### src/rtl/wic_pkg.sv
package wic_pkg;
  localparam int unsigned REG_W = 32;

  localparam logic [7:0] OFF_VEC  = 8'h00;
  localparam logic [7:0] OFF_BASE = 8'h04;
  localparam logic [7:0] OFF_CTRL = 8'h0C;
  localparam logic [7:0] OFF_PEND = 8'h10;
  localparam logic [7:0] OFF_EN   = 8'h40;
  localparam logic [7:0] OFF_MASK = 8'h50;
  localparam logic [7:0] OFF_RESP = 8'h60;

  typedef enum logic [1:0] {
    TRIG_LOW  = 2'b00,
    TRIG_FALL = 2'b01,
    TRIG_RISE = 2'b10,
    TRIG_HIGH = 2'b11
  } trig_e;
endpackage

### src/rtl/wic_sync.sv
module wic_sync #(
  parameter int unsigned W = 1
) (
  input  logic         clk_i,
  input  logic         rst_ni,
  input  logic [W-1:0] d_i,
  output logic [W-1:0] q_o
);
  logic [W-1:0] stage1_q, stage2_q;

  always_ff @(posedge clk_i or negedge rst_ni) begin
    if (!rst_ni) begin
      stage1_q <= '0;
      stage2_q <= '0;
    end else begin
      stage1_q <= d_i;
      stage2_q <= stage1_q;
    end
  end

  assign q_o = stage2_q;
endmodule

### src/rtl/wic_nmi_detect.sv
module wic_nmi_detect
  import wic_pkg::*;
(
  input  logic  clk_i,
  input  logic  rst_ni,
  input  logic  pin_i,   // already synchronised
  input  trig_e mode_i,
  input  logic  clr_i,
  output logic  pend_o
);
  logic prev_q, latch_q;
  logic edge_mode, hit;

  assign edge_mode = (mode_i == TRIG_RISE) || (mode_i == TRIG_FALL);
  assign hit = (mode_i == TRIG_RISE) ? (pin_i & ~prev_q) :
               (mode_i == TRIG_FALL) ? (~pin_i & prev_q) : 1'b0;

  always_ff @(posedge clk_i or negedge rst_ni) begin
    if (!rst_ni) begin
      prev_q  <= 1'b0;
      latch_q <= 1'b0;
    end else begin
      prev_q <= pin_i;
      // a new edge wins over a simultaneous clear
      if (!edge_mode)  latch_q <= 1'b0;
      else if (hit)    latch_q <= 1'b1;
      else if (clr_i)  latch_q <= 1'b0;
    end
  end

  always_comb begin
    unique case (mode_i)
      TRIG_HIGH: pend_o = pin_i;
      TRIG_LOW:  pend_o = ~pin_i;
      default:   pend_o = latch_q;
    endcase
  end

  a_r4_edge_sets: assert property (@(posedge clk_i) disable iff (!rst_ni)
    (edge_mode && hit && $stable(mode_i)) |=> latch_q);
  a_r4_latch_holds: assert property (@(posedge clk_i) disable iff (!rst_ni)
    (edge_mode && latch_q && !clr_i && $stable(mode_i)) |=> latch_q);
endmodule

### src/rtl/wic_lowest.sv
module wic_lowest #(
  parameter int unsigned N     = 32,
  parameter int unsigned IDX_W = (N > 1) ? $clog2(N) : 1
) (
  input  logic [N-1:0]     vec_i,
  output logic             found_o,
  output logic [IDX_W-1:0] idx_o
);
  always_comb begin
    found_o = 1'b0;
    idx_o   = '0;
    for (int i = N - 1; i >= 0; i--) begin
      if (vec_i[i]) begin
        found_o = 1'b1;
        idx_o   = IDX_W'(i);
      end
    end
  end
endmodule

### src/rtl/wic_regs.sv
module wic_regs
  import wic_pkg::*;
#(
  parameter int unsigned N      = 32,
  parameter int unsigned ADDR_W = 8
) (
  input  logic              clk_i,
  input  logic              rst_ni,
  input  logic [ADDR_W-1:0] addr_i,
  input  logic              wr_en_i,
  input  logic [REG_W-1:0]  wdata_i,
  input  logic [N-1:0]      pend_i,
  input  logic [REG_W-1:0]  vector_i,
  output logic [REG_W-1:0]  rdata_o,
  output logic [REG_W-1:0]  base_o,
  output trig_e             mode_o,
  output logic [N-1:0]      en_o,
  output logic [N-1:0]      mask_o,
  output logic [N-1:0]      resp_o,
  output logic              nmi_clr_o
);
  logic [7:0] off;
  assign off = 8'(addr_i);

  always_ff @(posedge clk_i or negedge rst_ni) begin
    if (!rst_ni) begin
      base_o <= '0;
      mode_o <= TRIG_LOW;
      en_o   <= '0;
      mask_o <= '0;
      resp_o <= '0;
    end else if (wr_en_i) begin
      case (off)
        OFF_BASE: base_o <= wdata_i;
        OFF_CTRL: mode_o <= trig_e'(wdata_i[1:0]);
        OFF_EN:   en_o   <= wdata_i[N-1:0];
        OFF_MASK: mask_o <= wdata_i[N-1:0];
        OFF_RESP: resp_o <= wdata_i[N-1:0];
        default: ;
      endcase
    end
  end

  assign nmi_clr_o = wr_en_i && (off == OFF_PEND) && wdata_i[0];

  always_comb begin
    case (off)
      OFF_VEC:  rdata_o = vector_i;
      OFF_BASE: rdata_o = base_o;
      OFF_CTRL: rdata_o = REG_W'(mode_o);
      OFF_PEND: rdata_o = REG_W'(pend_i);
      OFF_EN:   rdata_o = REG_W'(en_o);
      OFF_MASK: rdata_o = REG_W'(mask_o);
      OFF_RESP: rdata_o = REG_W'(resp_o);
      default:  rdata_o = '0;
    endcase
  end

  a_r8_base_wr: assert property (@(posedge clk_i) disable iff (!rst_ni)
    (wr_en_i && off == OFF_BASE) |=> (base_o == $past(wdata_i)));
  a_r8_resp_wr: assert property (@(posedge clk_i) disable iff (!rst_ni)
    (wr_en_i && off == OFF_RESP) |=> (resp_o == $past(wdata_i[N-1:0])));
  a_r6_resp_hold: assert property (@(posedge clk_i) disable iff (!rst_ni)
    !(wr_en_i && off == OFF_RESP) |=> $stable(resp_o));
endmodule

### src/rtl/wake_intc.sv
module wake_intc
  import wic_pkg::*;
#(
  parameter int unsigned NUM_IN = 32,
  parameter int unsigned ADDR_W = 8
) (
  input  logic              clk_i,
  input  logic              rst_ni,
  input  logic              nmi_pin_i,
  input  logic [NUM_IN-1:1] irq_i,
  input  logic [ADDR_W-1:0] addr_i,
  input  logic              wr_en_i,
  input  logic [31:0]       wdata_i,
  output logic [31:0]       rdata_o,
  output logic              nmi_dist_o,
  output logic              cop_irq_o
);
  localparam int unsigned IDX_W = (NUM_IN > 1) ? $clog2(NUM_IN) : 1;

  logic [NUM_IN-1:0] raw_s;
  logic [NUM_IN-1:0] pending, active, en, mask, resp;
  logic [31:0]       base, vector;
  trig_e             mode;
  logic              nmi_pend, nmi_clr, any_active;
  logic [IDX_W-1:0]  win_idx;

  wic_sync #(.W(NUM_IN)) u_sync (
    .clk_i (clk_i),
    .rst_ni(rst_ni),
    .d_i   ({irq_i, nmi_pin_i}),
    .q_o   (raw_s)
  );

  wic_nmi_detect u_nmi (
    .clk_i (clk_i),
    .rst_ni(rst_ni),
    .pin_i (raw_s[0]),
    .mode_i(mode),
    .clr_i (nmi_clr),
    .pend_o(nmi_pend)
  );

  assign pending = {raw_s[NUM_IN-1:1], nmi_pend};
  assign active  = pending & en & ~mask & ~resp;

  wic_lowest #(.N(NUM_IN), .IDX_W(IDX_W)) u_low (
    .vec_i  (active),
    .found_o(any_active),
    .idx_o  (win_idx)
  );

  assign vector = any_active ? (base + (32'(win_idx) << 2)) : base;

  wic_regs #(.N(NUM_IN), .ADDR_W(ADDR_W)) u_regs (
    .clk_i    (clk_i),
    .rst_ni   (rst_ni),
    .addr_i   (addr_i),
    .wr_en_i  (wr_en_i),
    .wdata_i  (wdata_i),
    .pend_i   (pending),
    .vector_i (vector),
    .rdata_o  (rdata_o),
    .base_o   (base),
    .mode_o   (mode),
    .en_o     (en),
    .mask_o   (mask),
    .resp_o   (resp),
    .nmi_clr_o(nmi_clr)
  );

  // only enable bit 0 reaches the distributor path
  assign nmi_dist_o = nmi_pend & en[0];
  assign cop_irq_o  = any_active;

  a_r5_nmi_gate: assert property (@(posedge clk_i) disable iff (!rst_ni)
    nmi_dist_o |-> en[0]);
  a_r6_cop_src: assert property (@(posedge clk_i) disable iff (!rst_ni)
    cop_irq_o |-> |(pending & en & ~resp));
  a_r7_idx_active: assert property (@(posedge clk_i) disable iff (!rst_ni)
    any_active |-> active[win_idx]);
  a_r7_idx_lowest: assert property (@(posedge clk_i) disable iff (!rst_ni)
    any_active |-> ((active & ((NUM_IN'(1) << win_idx) - NUM_IN'(1))) == '0));
endmodule

### config.mk
export PLATFORM = sky130hd
export DESIGN_NAME = wake_intc
export DESIGN_NICKNAME = d
export VERILOG_FILES = /design/src/rtl/wic_pkg.sv /design/src/rtl/wic_sync.sv /design/src/rtl/wic_nmi_detect.sv /design/src/rtl/wic_lowest.sv /design/src/rtl/wic_regs.sv /design/src/rtl/wake_intc.sv
export SDC_FILE = /design/constraint.sdc
export NUM_CORES = 1
export LEC_CHECK = 0
export CORE_MARGIN = 4
export CORE_UTILIZATION = 45
export CTS_CLUSTER_DIAMETER = 150
export DETAILED_ROUTE_END_ITERATION = 8
export GPL_TIMING_DRIVEN = 0
export PLACE_DENSITY = 0.73
export SLEW_MARGIN = 5
export SYNTH_ARGS = -nofsm -noshare
export SYNTH_HDL_FRONTEND = slang
export SYNTH_SLANG_ARGS = --single-unit
### constraint.sdc
create_clock -name clk_i -period 9.72 [get_ports clk_i]
set_input_delay 1.944 -clock clk_i [delete_from_list [all_inputs] [get_ports clk_i]]
set_output_delay 1.944 -clock clk_i [all_outputs]
set_load 0.01 [all_outputs]
### Word level (Yosys, flattened, before mapping)

Cells that the tools add are included.

| storage, ports and cells | value |
|---|---|
| bits in registers | 196 |
| bits of input ports | 75 |
| logic and storage cells | 112 |

| operators by class | value |
|---|---|
| add/sub/neg operators | 1 |
| eq/ne operators | 10 |
| multiplexer cells | 72 |
| bitwise operators | 10 |
| reduce and logical (&&, ||, !) cells | 10 |

Operator list:

| operator | count |
|---|---|
| 32-bit one-hot mux with 7 select lines | 1 |
| 5-bit two-way mux | 32 |
| 32-bit AND | 3 |
| 32-bit NOT | 2 |
| 1-bit two-way mux | 37 |
| 32-bit by 7-bit adder with 32-bit output | 1 |
| 32-bit two-way mux | 1 |
| 8-bit by 7-bit == test with 1-bit output (second input constant) | 3 |
| 2-bit AND reduction | 5 |
| 8-bit by 3-bit == test with 1-bit output (second input constant) | 1 |
| 8-bit by 4-bit == test with 1-bit output (second input constant) | 1 |
| 8-bit by 5-bit == test with 1-bit output (second input constant) | 1 |
| 8-bit zero test | 1 |
| 2-bit == test (second input constant) | 2 |
| 1-bit AND | 3 |
| 3-bit != test (second input constant) | 1 |
| 2-bit by 1-bit == test with 1-bit output (second input constant) | 1 |
| 1-bit logical AND | 2 |
| 2-bit zero test | 1 |
| 1-bit NOT | 2 |
| 1-bit one-hot mux with 2 select lines | 1 |
| 1-bit logical OR | 1 |

### Logic depth before layout (Yosys ltp)

Gate-level depths: netlist of the first run.

| depth | value |
|---|---|
| depth in word-level cells | 40 |
| mapped depth | 17 |

### Modules after synthesis

Synthesis of the first run repeated with hierarchy kept, for this count alone.

| second synthesis, totals | value |
|---|---|
| cells, all modules | 793 |
| area total of the unflattened synthesis | 9471.6 sq um |

Modules (own cells, without submodules):

| module | times used | cells an instance | area an instance (sq um) | sequential area each (sq um) |
|---|---|---|---|---|
| wic_regs | 1 | 487 | 6314.8 | 3253.1 |
| wic_sync | 1 | 64 | 1601.5 | 1601.5 |
| wake_intc | 1 | 162 | 1021.0 | 0.0 |
| wic_lowest | 1 | 65 | 370.4 | 0.0 |
| wic_nmi_detect | 1 | 15 | 163.9 | 50.0 |

### Worst setup path before layout of the first run

Ideal clock, no wire load.

| timing | value |
|---|---|
| path kind | register -> output |
| start | register u_regs.resp_o[30] |
| end | output rdata_o[22] |
| arrival | 4.082 ns |
| data required time | 7.776 ns |
| slack | 3.694 ns |
| stages on the path, launching flop included | 15 |
| path through | dfrtp_1 nor4bb_1 nor2_1 o31a_1 o311ai_1 a311oi_1 nor3_1 o211ai_1 fa_1 nor2b_1 o21ai_0 a21boi_0 o32ai_4 or3_1 o311ai_1 |

| between the ends | value |
|---|---|
| longest elaborated chain between the ends | 36 |
| elaborated cells between the ends (all ways) | 67 |

Ends and longest elaborated chain:

| element | RTL line | source |
|---|---|---|
| from (decl) | wic_regs.sv:19 | `output logic [N-1:0] resp_o,` |
| from (signal assigned) | wic_regs.sv:38 | `OFF_RESP: resp_o <= wdata_i[N-1:0];` |
| 32-bit NOT * | wake_intc.sv:44 | `assign active = pending & en & ~mask & ~resp;` |
| 32-bit AND * | wake_intc.sv:44 |  |
| 5-bit two-way mux (31 in series) | wic_lowest.sv:13 | `if (vec_i[i]) begin` |
| 32-bit by 7-bit adder with 32-bit output | wake_intc.sv:52 | `assign vector = any_active ? (base + (32'(win_idx) << 2)) : base;` |
| 32-bit two-way mux * | wake_intc.sv:52 |  |
| 32-bit one-hot mux with 7 select lines * | wic_regs.sv:47 | `case (off)` |
| to (decl) | wake_intc.sv:14 | `output logic [31:0] rdata_o,` |

Every way passes the cells marked *; elsewhere a longest branch is shown, timed or not.

### Final worst setup path of the first run

| timing | value |
|---|---|
| start | register u_regs.mask_o[30] |
| end | output rdata_o[22] |

| between the ends | value |
|---|---|
| longest elaborated chain between the ends | 37 |
| elaborated cells between the ends (all ways) | 68 |

Ends and longest elaborated chain:

| element | RTL line | source |
|---|---|---|
| from (decl) | wic_regs.sv:18 | `output logic [N-1:0] mask_o,` |
| from (signal assigned) | wic_regs.sv:37 | `OFF_MASK: mask_o <= wdata_i[N-1:0];` |
| 32-bit NOT * | wake_intc.sv:44 |  |
| 32-bit AND * (2 in series) | wake_intc.sv:44 |  |
| 5-bit two-way mux (31 in series) | wic_lowest.sv:13 |  |
| 32-bit by 7-bit adder with 32-bit output | wake_intc.sv:52 |  |
| 32-bit two-way mux * | wake_intc.sv:52 |  |
| 32-bit one-hot mux with 7 select lines * | wic_regs.sv:47 |  |

Marked as above.

==> impl_metrics.ini, run 1 <==
[placed_design]
dp_hpwl_um = 18200
portBuffers = 107
place.gp.congestion = 0.899
dpl_cell_area_sq_um = 10900

[floorplanning]
row_count = 52
boundaryPins = 109
start_util = 0.462
die_width_um = 153
die_height_um = 153
die-area_sq_um = 23400
core-area_sq_um = 20400

[logic_synthesis]
yosys.area_share.simple = 0.148
syn-num-nets = 856
synth-seq-cells = 196
synth_xor_area_frac = 0.0167
synth_edf_count = 0
synth-compound-area-share = 0.106
synth.distinct_cells = 70
synthFlopType = dfrtp_1
synth_top_family_by_area = multiplexers
ys_warn_count = 0
yosysSeqAreaShare = 0.520
synthCells = 771
synth.area.mux_share = 0.174
synth_fa_ha_area_frac = 0.0141
syn_area_per_cell_sq_um = 12.2
ys_async_sr_fraction = 1.00
syn_area_sq_um = 9440

[setup_path]
cp-start-kind = flip-flop
worstSetupEndpoint = rdata_o[22]
r2r_slack_ps = 8380
path_class = flip-flop to output port
cp_data_required_time_ps = 7780
timing.rr.end = u_nmi.latch_q$_DFFE_PN0P_
rr_startpoint = u_regs.mode_o[0]$_DFFE_PN0P_
reg2reg_depth = 5
crit_start = u_regs.mask_o[30]$_DFFE_PN0P_
endpoint_kind = output port
worstPathArrival_ps = 6060
critPathMaxFanout = 10

[sta]
worst_pin_slew_ps = 1160
fin_skew_ps = 5.25
hold_viol = 0
tns_ps = 0
period_share = 0.823
maxSlewHeadroom = 0.224
rsz0062_at_grt = false
timing.fmax_mhz = 125
min_period_ps = 8000
finalMaxSlewViolations = 0
setup_violations = 0
timing.hold.ws_ps = 347

[final_layout]
area_delta_synth_final_pct = 21.4
finish.instance_area_sq_um = 11500
final_cell_mix = 196 x dfrtp_1, 131 x mux2_2, 106 x clkdlybuf4s50_1
fillers = 1733
n_antenna_cell = 0
finalNetCount = 983
drive_gt1_frac = 0.220
mostFrequentLayoutCell = dfrtp_1
utilization = 0.561

[worst_hold_path]
holdCritPathClass = flip-flop to flip-flop

[clocking]
htreeDepth = 4
cts_tree = yes
ctsResizeCount = 0
clkSinkCount = 196
cts.clk_slew.worst_paths_ps = 70
hold_buffers = 0
clock_path_buffers = 2
cts-root-buf = clkbuf_16
post_cts_buffers = 0
clock_latency_ps = 440
numCtsBuffers = 17

[global_routing]
track_usage = 0.221
grt_pass1_vias = 6894
grt_pass1_wl_um = 40000
grt_max_degree = 118
overflow = 0
antenna_found_initial = 0

[route]
via_count = 7023
viasPerCell = 5.95
drc_errors = 0
drtPass1Iterations = 7
drtIter0Drc = 628
ant_nets = 0
wl_per_cell_um = 22.0
drt_wl_total_um = 25900

[power]
leakage_nw = 5.00
ir_worst_vdd_uv = 109
p_per_area_nw_per_um2 = 155
p_total_mw = 1.78

[flow_run]
maxCapViolations = 0

[run_status]
status = finished clean
[area by class of cell]
class                           instances  area, sq um  share of cell area
Sequential cell                       196         4900               0.428
Timing Repair Buffer                  108         1100              0.0963
Tap cell                              270          338              0.0295
Buffer                                 35          144              0.0126
Inverter                               15         56.3             0.00491
Multi-Input combinational cell        525         4330               0.378
Clock inverter                         14          139              0.0121
Clock buffer                           18          439              0.0383
[worst max-delay path, stage by stage (launching register included)]
cell	delay, ps
dfrtp_1	420
nor4bb_1	650
nor2_1	120
o31a_1	330
o311ai_1	310
a311oi_1	160
nor3_1	320
o211ai_1	190
fa_1	430
nor2b_1	150
o21ai_0	140
a21boi_0	520
o32ai_4	350
or3_1	490
o311ai_1	400
clkdlybuf4s50_1	620
[stage by stage]
stage,instances,setup WS [ps]
2_1_floorplan,771,3690
3_3_place_gp,1148,-1410
3_5_place_dp,1149,2130
4_1_cts,1181,1760
5_1_grt,1181,1400
6_report,1181,1720
[power breakdown]
| part | switching, mW | internal, mW | total (mW) |
|---|---|---|---|
| registers | 0.0296 | 0.855 | 0.884 |
| clock network | 0.329 | 0.368 | 0.697 |
| logic | 0.101 | 0.0935 | 0.195 |
[cells by family (layout without fill, tap and decap cells)]
group,count (synthesis),count (layout)
AND/OR/NAND/NOR,209,209
flip-flops,196,196
multiplexers,148,148
AO/OA/AOI/OAI,140,140
buffers and inverters,50,190
XOR/XNOR,18,18
adder cells (fa/ha/maj),10,10
[metal layers]
layer  share of wire  wire (um)  track usage  vias up
li1                -          -            -     3148
met1            0.43      11100        0.312     3538
met2            0.47      12100        0.346      297
met3           0.083       2140       0.0472       40
met4           0.020        516       0.0624        0
met5               0          0            0        -
[cell usage after synthesis, types with 11 or more instances]
cell type	number	area share
nor2_1	23	0.0091
xnor2_1	18	0.017
mux2_2	131	0.16
nand4bb_1	11	0.013
nand2_1	59	0.023
mux2i_1	17	0.018
dfrtp_1	196	0.52
nor3_1	13	0.0069
a21oi_1	12	0.0064
o21ai_0	36	0.019
inv_1	14	0.0056
a22oi_1	31	0.025
clkbuf_1	17	0.0068
nand3_1	15	0.0080
[registers in the layout (all words and copies together) (netlist names)]
name	flops
u_regs.base_o	32
u_sync.stage1_q	32
u_nmi.latch_q	1
u_regs.mask_o	32
u_regs.mode_o	2
u_nmi.prev_q	1
u_sync.q_o	32
u_regs.resp_o	32
u_regs.en_o	32
[worst min path at each step]
stage / startpoint / endpoint / slack, ps / cells past startpoint
after global routing: u_sync.stage1_q[14]$_DFF_PN0_ / u_sync.q_o[14]$_DFF_PN0_ / 350 / 0
after global placement: u_sync.stage1_q[20]$_DFF_PN0_ / u_sync.q_o[20]$_DFF_PN0_ / 330 / 0
after CTS: u_sync.stage1_q[28]$_DFF_PN0_ / u_sync.q_o[28]$_DFF_PN0_ / 350 / 0
after detailed placement: u_sync.stage1_q[17]$_DFF_PN0_ / u_sync.q_o[17]$_DFF_PN0_ / 330 / 0
after floorplan: u_sync.stage1_q[0]$_DFF_PN0_ / u_sync.q_o[0]$_DFF_PN0_ / 330 / 0
final: u_sync.stage1_q[19]$_DFF_PN0_ / u_sync.q_o[19]$_DFF_PN0_ / 350 / 0
(Power assumes the default switching activity.)
==> inputs of run 2 (changes only) <==
==> constraint.sdc (replaced) <==
create_clock -name clk_i -period 7.5 [get_ports clk_i]
set_input_delay 1.5 -clock clk_i [delete_from_list [all_inputs] [get_ports clk_i]]
set_output_delay 1.5 -clock clk_i [all_outputs]
set_load 0.01 [all_outputs]
==> run 2 against run 1 <==
  * Highest routed layer unchanged
  * Cell area hardly changed
  * Count of clock-buffer cells in the layout is the same
  * Flip-flop and latch count did not move
  * Largest cell class unchanged
  * Wire length about the same
  * Largest power group unchanged
==> impl_metrics.ini, run 2 (same netlist as run 1, synthesis figures left out) <==
[run_status]
status = finished clean

[setup_path]
path_class = flip-flop to output port
critPathMaxStageDelay_ps = 620
critPathSlowestCell = clkdlybuf4s50_1
endpoint_kind = output port
cp_data_required_time_ps = 6000
crit_top_cell = o311ai_1
critPathMaxFanout = 10
path_cells = nor4bb_2, nor2_1, o31a_1, o311ai_1, a311oi_1, nor3_1, o211ai_1, fa_1, nor2b_1, o21ai_0, a21boi_1, o32ai_4, or3_1, o311ai_1, clkdlybuf4s50_1
worstPathArrival_ps = 5690
cp-start-kind = flip-flop

[placed_design]
place.gp.congestion = 0.899
portBuffers = 107
dpl_cell_area_sq_um = 10900
dp_hpwl_um = 18200
dp_slack_ps = 456

[route]
drtPass1Iterations = 5
wl_per_cell_um = 22.0
viasPerCell = 5.95
ant_nets = 0
drtIter0Drc = 611
drt_wl_total_um = 25900
via_count = 7023
drc_errors = 0

[sta]
hold_viol = 0
setup_violations = 0
min_period_ps = 7190
maxSlewHeadroom = 0.240
setup_slack_ps = 313
timing.fmax_mhz = 139
period_share = 0.958
timing.hold.ws_ps = 347
finalMaxSlewViolations = 0
rsz0062_at_grt = false
worst_pin_slew_ps = 1140
fin_skew_ps = 4.49

[floorplanning]
die_height_um = 153
die-area_sq_um = 23400
core-area_sq_um = 20400
die_width_um = 153
start_util = 0.462
row_count = 52
boundaryPins = 109

[power]
leakage_nw = 5.00
p_comb_frac = 0.110
pwr-share-seq = 0.498
ir_worst_vdd_uv = 141
p_per_area_nw_per_um2 = 201
switching_share = 0.260
p_sw_mw = 0.598
clkPwrFrac = 0.393
p_int_mw = 1.70

[flow_run]
maxCapViolations = 0

[final_layout]
drive_gt1_frac = 0.221
fillers = 1731
finish.instance_area_sq_um = 11500
area_delta_synth_final_pct = 21.5
utilization = 0.561
final_cell_mix = 196 x dfrtp_1, 131 x mux2_2, 106 x clkdlybuf4s50_1
n_antenna_cell = 0
finalNetCount = 983
mostFrequentLayoutCell = dfrtp_1

[clocking]
clock_latency_ps = 440
clock_path_buffers = 2
cts.clk_slew.worst_paths_ps = 70
post_cts_buffers = 0
clkSinkCount = 196
cts-root-buf = clkbuf_16
htreeDepth = 4
numCtsBuffers = 17
cts_tree = yes

[global_routing]
track_usage = 0.221
grt_pass1_wl_um = 40000
grt_max_degree = 118
overflow = 0
grt_pass1_vias = 6894
antenna_found_initial = 0

[worst_hold_path]
holdCritPathClass = flip-flop to flip-flop
run 2: changes by cell type in the layout (fill, tap and decap cells not counted):
cell | before | now
a21boi_0 | 3 | 2
nor4bb_1 | 8 | 7
a21boi_1 | 0 | 1
nor4bb_2 | 0 | 1
run 2: cell type report:
class | instances | area, sq um | share of cell area
multi-input cells | 525 | 4340 | 0.379
clock buffers | 18 | 439 | 0.0383
well taps | 270 | 338 | 0.0295
clock inverters | 14 | 139 | 0.0121
plain buffers | 35 | 144 | 0.0126
repair buffers | 108 | 1100 | 0.0963
inverters | 15 | 56.3 | 0.00491
flip-flops and latches | 196 | 4900 | 0.428
run 2: routing by layer:
layer	GRT usage	vias to the layer above	part of all wire
met5	0	-	0
met4	0.0624	0	0.017
li1	-	3150	-
met2	0.346	301	0.47
met3	0.0472	36	0.076
met1	0.312	3536	0.44
run 2: through the flow:
stage	setup TNS (ps)	power, mW	cells
final	0	2.30	1181
after floorplan	0	1.29	771
after detailed placement	0	1.42	1149
after global placement	-620510	1.41	1148
after CTS	0	2.32	1181
after global routing	0	2.38	1181
run 2: final timing paths:
kind,start,endpoint,slack [ps],depth (start not counted)
worst max-delay path,u_regs.mask_o[30]$_DFFE_PN0P_,rdata_o[22],310,15
worst min-delay path,u_sync.stage1_q[19]$_DFF_PN0_,u_sync.q_o[19]$_DFF_PN0_,350,0
worst max register to register,u_regs.mode_o[0]$_DFFE_PN0P_,u_nmi.latch_q$_DFFE_PN0P_,6160,5
worst min register to register,u_sync.stage1_q[19]$_DFF_PN0_,u_sync.q_o[19]$_DFF_PN0_,350,0
max in group asynchronous,rst_ni,u_regs.en_o[21]$_DFFE_PN0P_,5490,2
min in group asynchronous,rst_ni,u_sync.q_o[3]$_DFF_PN0_,1020,1
run 2: what timing repair did:
action,4_1_cts,5_1_grt
resized for setup,1,1
endpoints found under the setup margin,1,1
pin swaps,0,0
cloned,0,0
hold buffers,0,0
run 2: critical path, delay by kind of cell (launching register included):
family	cells	cell delay, ps
compound gates	8	2210
simple gates	5	1550
buf+inv	1	620
flops	1	430
fa+ha+maj	1	430
run 2: power groups by stage:
stage,Combinational [mW],Clock (mW),Sequential (mW)
after CTS,0.252,0.919,1.14
after detailed placement,0.250,0,1.17
after global placement,0.244,0,1.16
after global routing,0.275,0.956,1.15
final,0.252,0.904,1.15
after floorplan,0.137,0,1.15
==> inputs of run 3 (changes only) <==
--- a/config.mk
+++ b/config.mk
@@ -7,7 +7,6 @@
 export LEC_CHECK = 0
 export CORE_MARGIN = 4
 export CORE_UTILIZATION = 45
-export CTS_CLUSTER_DIAMETER = 150
 export DETAILED_ROUTE_END_ITERATION = 8
 export GPL_TIMING_DRIVEN = 0
 export PLACE_DENSITY = 0.73
==> results of run 3 <==
The final DEF is identical to that of run 2; final timing and power are the same.
